### src/rtl/wake_pkg.sv
package wake_pkg;
   // Register kinds reached through the byte port
   typedef enum logic [1:0] {
      SEL_NONE = 2'd0,
      SEL_STAT = 2'd1,
      SEL_EN   = 2'd2,
      SEL_CTRL = 2'd3
   } wake_sel_e;
endpackage

### src/rtl/wake_sync.sv
module wake_sync #(
   parameter int W      = 8,
   parameter int STAGES = 2
) (
   input  logic         clk,
   input  logic         rst_n,
   input  logic [W-1:0] async_i,
   output logic [W-1:0] rise_o
);
   logic [W-1:0] level;
   logic [W-1:0] prev_q;

   if (W < 1) begin : g_bad_w
      $error("wake_sync: W must be at least 1");
   end

   if (STAGES == 0) begin : g_bypass
      assign level = async_i;
   end else begin : g_chain
      logic [STAGES-1:0][W-1:0] chain_q;
      always_ff @(posedge clk or negedge rst_n) begin
         if (!rst_n) begin
            chain_q <= '0;
         end else begin
            chain_q[0] <= async_i;
            for (int s = 1; s < STAGES; s++) chain_q[s] <= chain_q[s-1];
         end
      end
      assign level = chain_q[STAGES-1];
   end

   always_ff @(posedge clk or negedge rst_n) begin
      if (!rst_n) prev_q <= '0;
      else        prev_q <= level;
   end

   assign rise_o = level & ~prev_q;
endmodule

### src/rtl/wake_bank.sv
module wake_bank #(
   parameter int           W    = 8,
   parameter logic [W-1:0] RSVD = '0
) (
   input  logic         clk,
   input  logic         stby_rst_n,
   input  logic [W-1:0] rise_i,
   input  logic         en_we,
   input  logic         clr_we,
   input  logic [W-1:0] wdata_i,
   output logic [W-1:0] en_o,
   output logic [W-1:0] stat_o
);
   localparam logic [W-1:0] LIVE = ~RSVD;

   logic [W-1:0] en_q;
   logic [W-1:0] stat_q;
   logic [W-1:0] clr_mask;

   assign clr_mask = clr_we ? wdata_i : '0;

   always_ff @(posedge clk or negedge stby_rst_n) begin
      if (!stby_rst_n)  en_q <= '0;
      else if (en_we)   en_q <= wdata_i & LIVE;
   end

   // set has priority over clear
   always_ff @(posedge clk or negedge stby_rst_n) begin
      if (!stby_rst_n) stat_q <= '0;
      else             stat_q <= ((stat_q & ~clr_mask) | rise_i) & LIVE;
   end

   assign en_o   = en_q;
   assign stat_o = stat_q;

   assert_en_hold_R2: assert property (@(posedge clk) disable iff (!stby_rst_n)
      !en_we |=> $stable(en_q));

   for (genvar i = 0; i < W; i++) begin : g_bit_chk
      assert_clear_by_write_R6: assert property (@(posedge clk) disable iff (!stby_rst_n)
         $fell(stat_q[i]) |-> $past(clr_we && wdata_i[i]));
      if (!RSVD[i]) begin : g_live
         assert_set_wins_R7: assert property (@(posedge clk) disable iff (!stby_rst_n)
            rise_i[i] |=> stat_q[i]);
      end else begin : g_rsvd
         assert_rsvd_quiet_R8: assert property (@(posedge clk) disable iff (!stby_rst_n)
            rise_i[i] |=> !stat_q[i] && !en_q[i]);
      end
   end
endmodule

### src/rtl/wake_gate_ctrl.sv
module wake_gate_ctrl #(
   parameter int                  NBANKS      = 2,
   parameter int                  BANK_W      = 8,
   parameter int                  ADDR_W      = 4,
   parameter int                  SYNC_STAGES = 2,
   parameter int                  STAT_BASE   = 8,
   parameter int                  EN_BASE     = 10,
   parameter int                  CTRL_ADDR   = 12,
   parameter logic [NBANKS*BANK_W-1:0] RSVD_MASK = 16'h0001
) (
   input  logic                     clk,
   input  logic                     stby_rst_n,
   input  logic                     main_rst_n,
   input  logic [NBANKS*BANK_W-1:0] src_i,
   input  logic                     reg_we,
   input  logic [ADDR_W-1:0]        reg_addr,
   input  logic [BANK_W-1:0]        reg_wdata,
   output logic [BANK_W-1:0]        reg_rdata,
   output logic                     wake_n
);
   import wake_pkg::*;

   localparam int NSRC   = NBANKS * BANK_W;
   localparam int ASPACE = 1 << ADDR_W;

   if (NBANKS < 1 || BANK_W < 1) begin : g_bad_size
      $error("wake_gate_ctrl: bank count and width must be positive");
   end
   if (STAT_BASE + NBANKS > ASPACE || EN_BASE + NBANKS > ASPACE || CTRL_ADDR >= ASPACE) begin : g_bad_fit
      $error("wake_gate_ctrl: register offsets exceed the address space");
   end
   if (!(STAT_BASE + NBANKS <= EN_BASE || EN_BASE + NBANKS <= STAT_BASE)) begin : g_bad_overlap
      $error("wake_gate_ctrl: status and enable ranges overlap");
   end
   if ((CTRL_ADDR >= STAT_BASE && CTRL_ADDR < STAT_BASE + NBANKS) ||
       (CTRL_ADDR >= EN_BASE && CTRL_ADDR < EN_BASE + NBANKS)) begin : g_bad_ctrl
      $error("wake_gate_ctrl: control offset collides with a bank");
   end

   logic [NSRC-1:0]                 rise;
   logic [NBANKS-1:0][BANK_W-1:0]   en_w;
   logic [NBANKS-1:0][BANK_W-1:0]   stat_w;
   logic [NBANKS-1:0]               hit_bank;
   logic                            gen_q;
   logic                            wake_n_q;
   logic                            any_hit;
   wake_sel_e                       sel;

   wake_sync #(.W(NSRC), .STAGES(SYNC_STAGES)) u_sync (
      .clk    (clk),
      .rst_n  (main_rst_n),
      .async_i(src_i),
      .rise_o (rise)
   );

   for (genvar b = 0; b < NBANKS; b++) begin : g_bank
      logic en_hit;
      logic st_hit;
      assign en_hit = (reg_addr == ADDR_W'(EN_BASE + b));
      assign st_hit = (reg_addr == ADDR_W'(STAT_BASE + b));

      wake_bank #(
         .W   (BANK_W),
         .RSVD(RSVD_MASK[b*BANK_W +: BANK_W])
      ) u_bank (
         .clk       (clk),
         .stby_rst_n(stby_rst_n),
         .rise_i    (rise[b*BANK_W +: BANK_W]),
         .en_we     (reg_we && en_hit),
         .clr_we    (reg_we && st_hit),
         .wdata_i   (reg_wdata),
         .en_o      (en_w[b]),
         .stat_o    (stat_w[b])
      );

      assign hit_bank[b] = |(en_w[b] & stat_w[b]);
   end

   always_comb begin
      sel = SEL_NONE;
      for (int b = 0; b < NBANKS; b++) begin
         if (reg_addr == ADDR_W'(STAT_BASE + b)) sel = SEL_STAT;
         if (reg_addr == ADDR_W'(EN_BASE + b))   sel = SEL_EN;
      end
      if (reg_addr == ADDR_W'(CTRL_ADDR)) sel = SEL_CTRL;
   end

   always_comb begin
      reg_rdata = '0;
      for (int b = 0; b < NBANKS; b++) begin
         if (sel == SEL_STAT && reg_addr == ADDR_W'(STAT_BASE + b)) reg_rdata = stat_w[b];
         if (sel == SEL_EN && reg_addr == ADDR_W'(EN_BASE + b))     reg_rdata = en_w[b];
      end
      if (sel == SEL_CTRL) reg_rdata = {{(BANK_W-1){1'b0}}, gen_q};
   end

   always_ff @(posedge clk or negedge stby_rst_n) begin
      if (!stby_rst_n)                  gen_q <= 1'b0;
      else if (reg_we && sel == SEL_CTRL) gen_q <= reg_wdata[0];
   end

   assign any_hit = |hit_bank;

   always_ff @(posedge clk or negedge stby_rst_n) begin
      if (!stby_rst_n) wake_n_q <= 1'b1;
      else             wake_n_q <= ~(gen_q & any_hit);
   end

   assign wake_n = wake_n_q;

   assert_gate_off_R4: assert property (@(posedge clk) disable iff (!stby_rst_n)
      !gen_q |=> wake_n);
   assert_no_source_R4: assert property (@(posedge clk) disable iff (!stby_rst_n)
      !any_hit |=> wake_n);
   assert_gen_hold_R9: assert property (@(posedge clk) disable iff (!stby_rst_n)
      !(reg_we && sel == SEL_CTRL) |=> $stable(gen_q));
endmodule

### config.mk
export PLATFORM = sky130hd
export DESIGN_NAME = wake_gate_ctrl
export DESIGN_NICKNAME = d
export VERILOG_FILES = /design/src/rtl/wake_pkg.sv /design/src/rtl/wake_sync.sv /design/src/rtl/wake_bank.sv /design/src/rtl/wake_gate_ctrl.sv
export SDC_FILE = /design/constraint.sdc
export NUM_CORES = 1
export LEC_CHECK = 0
export ABC_AREA = 1
export CAP_MARGIN = 25
export CORE_UTILIZATION = 56
export DETAILED_ROUTE_END_ITERATION = 10
export DONT_BUFFER_PORTS = 1
export PLACE_DENSITY = 0.74
export RECOVER_POWER = 25
export REMOVE_ABC_BUFFERS = 1
export SETUP_SLACK_MARGIN = 0.02
export SYNTH_ARGS = -nofsm -noshare
export SYNTH_HDL_FRONTEND = slang
export SYNTH_SLANG_ARGS = --single-unit
### constraint.sdc
create_clock -name clk -period 0.8 [get_ports clk]
set_input_delay 0.16 -clock clk [delete_from_list [all_inputs] [get_ports clk]]
set_output_delay 0.16 -clock clk [all_outputs]
set_load 0.01 [all_outputs]
==> flow_metrics.py <==
metrics = {
    "status": {
        "outcome": "finished, violations left",
        "violations": "negative hold slack, negative setup slack",
    },
    "worst_setup_path": {
        "r2r_slack_ns": -0.31,
        "r2r_start": "g_bank[1].u_bank.stat_o[5]",
        "reg2reg_depth": 7,
        "critPathSlowestCell": "dfrtp_1",
        "cp-start-kind": "flip-flop",
        "cp_common_cell": "nor2_1",
        "worstPathArrival_ns": 1.16,
        "cpPeakStageDelay_ns": 0.39,
        "crit_path_cell_trace": "nand3_1 -> nand2_1 -> nor2_1 -> nor2_1 -> buf_4",
        "cp.required_ns": 0.64,
        "cp-end-kind": "output port",
        "reg2reg_to": "wake_n",
        "crit_fanout": 2,
        "crit_type": "flip-flop to output port",
    },
    "finish": {
        "final_common_cell": "nand2_1",
        "fin_nets": 390,
        "final_layout_size_suffix_gt1_frac": 0.281,
        "final_area_sq_um": 3860,
        "fin_util": 0.757,
        "layout_common_cells": "82 x nand2_1, 76 x dfrtp_1, 30 x inv_1, 24 x buf_4, 23 x dlygate4sd3_1",
        "antenna_cells": 0,
        "area_delta_synth_final_pct": 29.9,
    },
    "cts": {
        "tritoncts": "built",
        "clock_path_buffers": 2,
        "hold_buffers": 24,
        "cts.sinks": 77,
        "clkLatencyLatePin_ns": 0.35,
        "cts_root_buffer": "clkbuf_8",
        "htree_levels": 3,
        "clk_pin_slew_ns": 0.07,
        "cts-buffers-inserted": 9,
    },
    "timing": {
        "clock.fmax_mhz": 756,
        "slew_viol_final": 0,
        "hold_viol": 77,
        "final_min_period_over_clock_period": 1.65,
        "fin_tns_setup_ns": -4.20,
        "grt_setup_unrepaired": "yes",
        "holdWs_ns": -0.500,
        "tightestPinTransition_ns": 0.506,
        "worst_slack_ns": -0.523,
        "maxSlewHeadroom": 0.663,
        "setup_viol": 13,
        "skew_ns": 0.00358,
        "finalCriticalPeriod_ns": 1.32,
    },
    "power_and_ir_drop": {
        "clock_power_share": 0.373,
        "p_seq_frac": 0.502,
        "vdd_drop_max_mv": 1.40,
        "p_switching_uw": 2110,
        "p_per_area_nw_per_um2": 2280,
        "combinationalPowerShare": 0.125,
        "switching_share": 0.240,
        "p_leak_uw": 0.00192,
        "p_int_uw": 6690,
    },
    "placed_design": {
        "hpwl_um": 3610,
        "pre_cts_slack_ns": -0.231,
        "gp_congestion": 0.856,
        "placed_area_sq_um": 3110,
        "portBuffers": 0,
    },
    "logic_synthesis": {
        "synthTopCellsByArea": "dfrtp_1 64%, nand2_1 11%, nand3_1 4.2%",
        "syn-instance-count": 295,
        "syn_avg_cell_area_sq_um": 10.1,
        "synth_cell_types": 20,
        "yosys.area.top_type": "dfrtp_1",
        "ys_warn_count": 0,
        "seq_area_frac_synth": 0.648,
        "ys_seq_elements": 77,
        "synthesis.area_sq_um": 2980,
        "synth_top_area_share": 0.639,
    },
    "route": {
        "drcViolationCount": 0,
        "num_vias": 2197,
        "via_per_inst": 5.07,
        "routed_wl_um": 6420,
        "routedWlPerCell_um": 14.8,
        "drt_iter0_markers": 190,
        "drtAntennaViolNets": 0,
        "first_pass_iters": 4,
    },
    "global_route": {
        "grt_pass1_wl_um": 9890,
        "antenna_found_initial": 0,
        "overflow": 0,
        "track_usage": 0.250,
        "grt_pass1_vias": 2101,
        "grt_start_max_net_pins": 46,
    },
    "floorplanning": {
        "rows": 26,
        "start_util": 0.583,
        "fp.coreArea_sq_um": 5110,
        "dieHeight_um": 74.9,
        "ios": 41,
        "die_width_um": 74.9,
        "die_area_sq_um": 5610,
    },
    "hold_path": {
        "worstHoldPathType": "input port to asynchronous set/reset pin",
    },
    "flow_run": {
        "drv_cap": 0,
    },
}
-- layout make-up --
cell class | count | area, sq um
Fill cell | 349 | 1240
Sequential cell | 77 | 1930
Multi-Input combinational cell | 180 | 982
Tap cell | 70 | 87.6
Clock buffer | 13 | 159
Inverter | 34 | 128
Timing Repair Buffer | 56 | 513
Clock inverter | 3 | 67.6
-- power groups by stage --
stage	combinational, uW	clock, uW	sequential, uW
final	1100	3280	4410
after global routing	1210	3490	4450
after CTS	909	3350	4410
after detailed placement	674	0	4500
after global placement	653	0	4480
after floorplan	531	0	4440
-- worst max-delay path: cells and delay by family (launching register included) --
| kind | cells | cell delay, ns |
|---|---|---|
| flip-flops | 1 | 0.39 |
| AND/OR/NAND/NOR | 4 | 0.29 |
| buffers and inverters | 1 | 0.14 |
-- routing by layer --
metal	global-route usage	up-vias	share of wire
li1	-	1053	-
met1	0.312	1057	0.43
met2	0.405	72	0.49
met3	0.0683	15	0.057
met4	0.122	0	0.026
met5	0	-	0
-- how the worst max path moves through the flow --
stage,start,endpoint,slack (ns)
5_1_grt,g_bank[0].u_bank.stat_o[5],reg_rdata[5],-0.61
2_1_floorplan,reg_addr[0],reg_rdata[1],-0.15
4_1_cts,g_bank[1].u_bank.stat_o[5],reg_rdata[5],-0.52
3_5_place_dp,reg_addr[0],g_bank[0].u_bank.stat_o[4],-0.23
3_3_place_gp,reg_addr[2],reg_rdata[2],-0.23
6_report,g_bank[0].u_bank.stat_o[5],reg_rdata[5],-0.52
-- cells by family (layout without fill, tap and decap cells) --
| group | after synthesis | count (layout) | share of synthesized area |
|---|---|---|---|
| AOI/OAI and AO/OA | 29 | 29 | 0.0664 |
| buffers and inverters | 38 | 106 | 0.0559 |
| DFF | 77 | 77 | 0.648 |
| and+or+nand+nor | 151 | 151 | 0.230 |
-- cell usage after synthesis --
cell type  number
dfrtp_1        76
nand4_1         2
o21ai_2        14
a21oi_1         6
buf_6           3
inv_1          31
nor2_8          1
nand2_2         1
dfstp_2         1
nand3_2         1
nand3_1        25
nand3_4         2
nor2_2          2
nor2_1         23
inv_2           3
nand2_4         1
nand2_1        91
buf_2           1
nor2_4          2
o21ai_0         9
-- flip-flops by register name (all words and copies together) (netlist names) --
name                    flops
g_bank.u_bank.en_o         15
g_bank.u_bank.stat_o       15
gen_q                       1
u_sync.g_chain.chain_q     15
u_sync.level               15
u_sync.prev_q              15
wake_n                      1
-- stage by stage --
stage	cells	total power [uW]	hold WS, ns
after floorplan	291	4970	-0.136
after global placement	373	5130	-0.135
after detailed placement	373	5170	-0.135
after CTS	426	8660	-0.517
after global routing	433	9140	-0.518
final	433	8790	-0.500
-- what timing repair did --
| item | CTS | global route |
|---|---|---|
| endpoints found under the setup margin | 10 | 27 |
| endpoints found under the hold margin | 102 | 77 |
| setup buffers | 13 | 10 |
| gates cloned | 0 | 0 |
| resized for setup | 15 | 32 |
| pin swaps | 17 | 20 |
(Power assumes the default switching activity.)
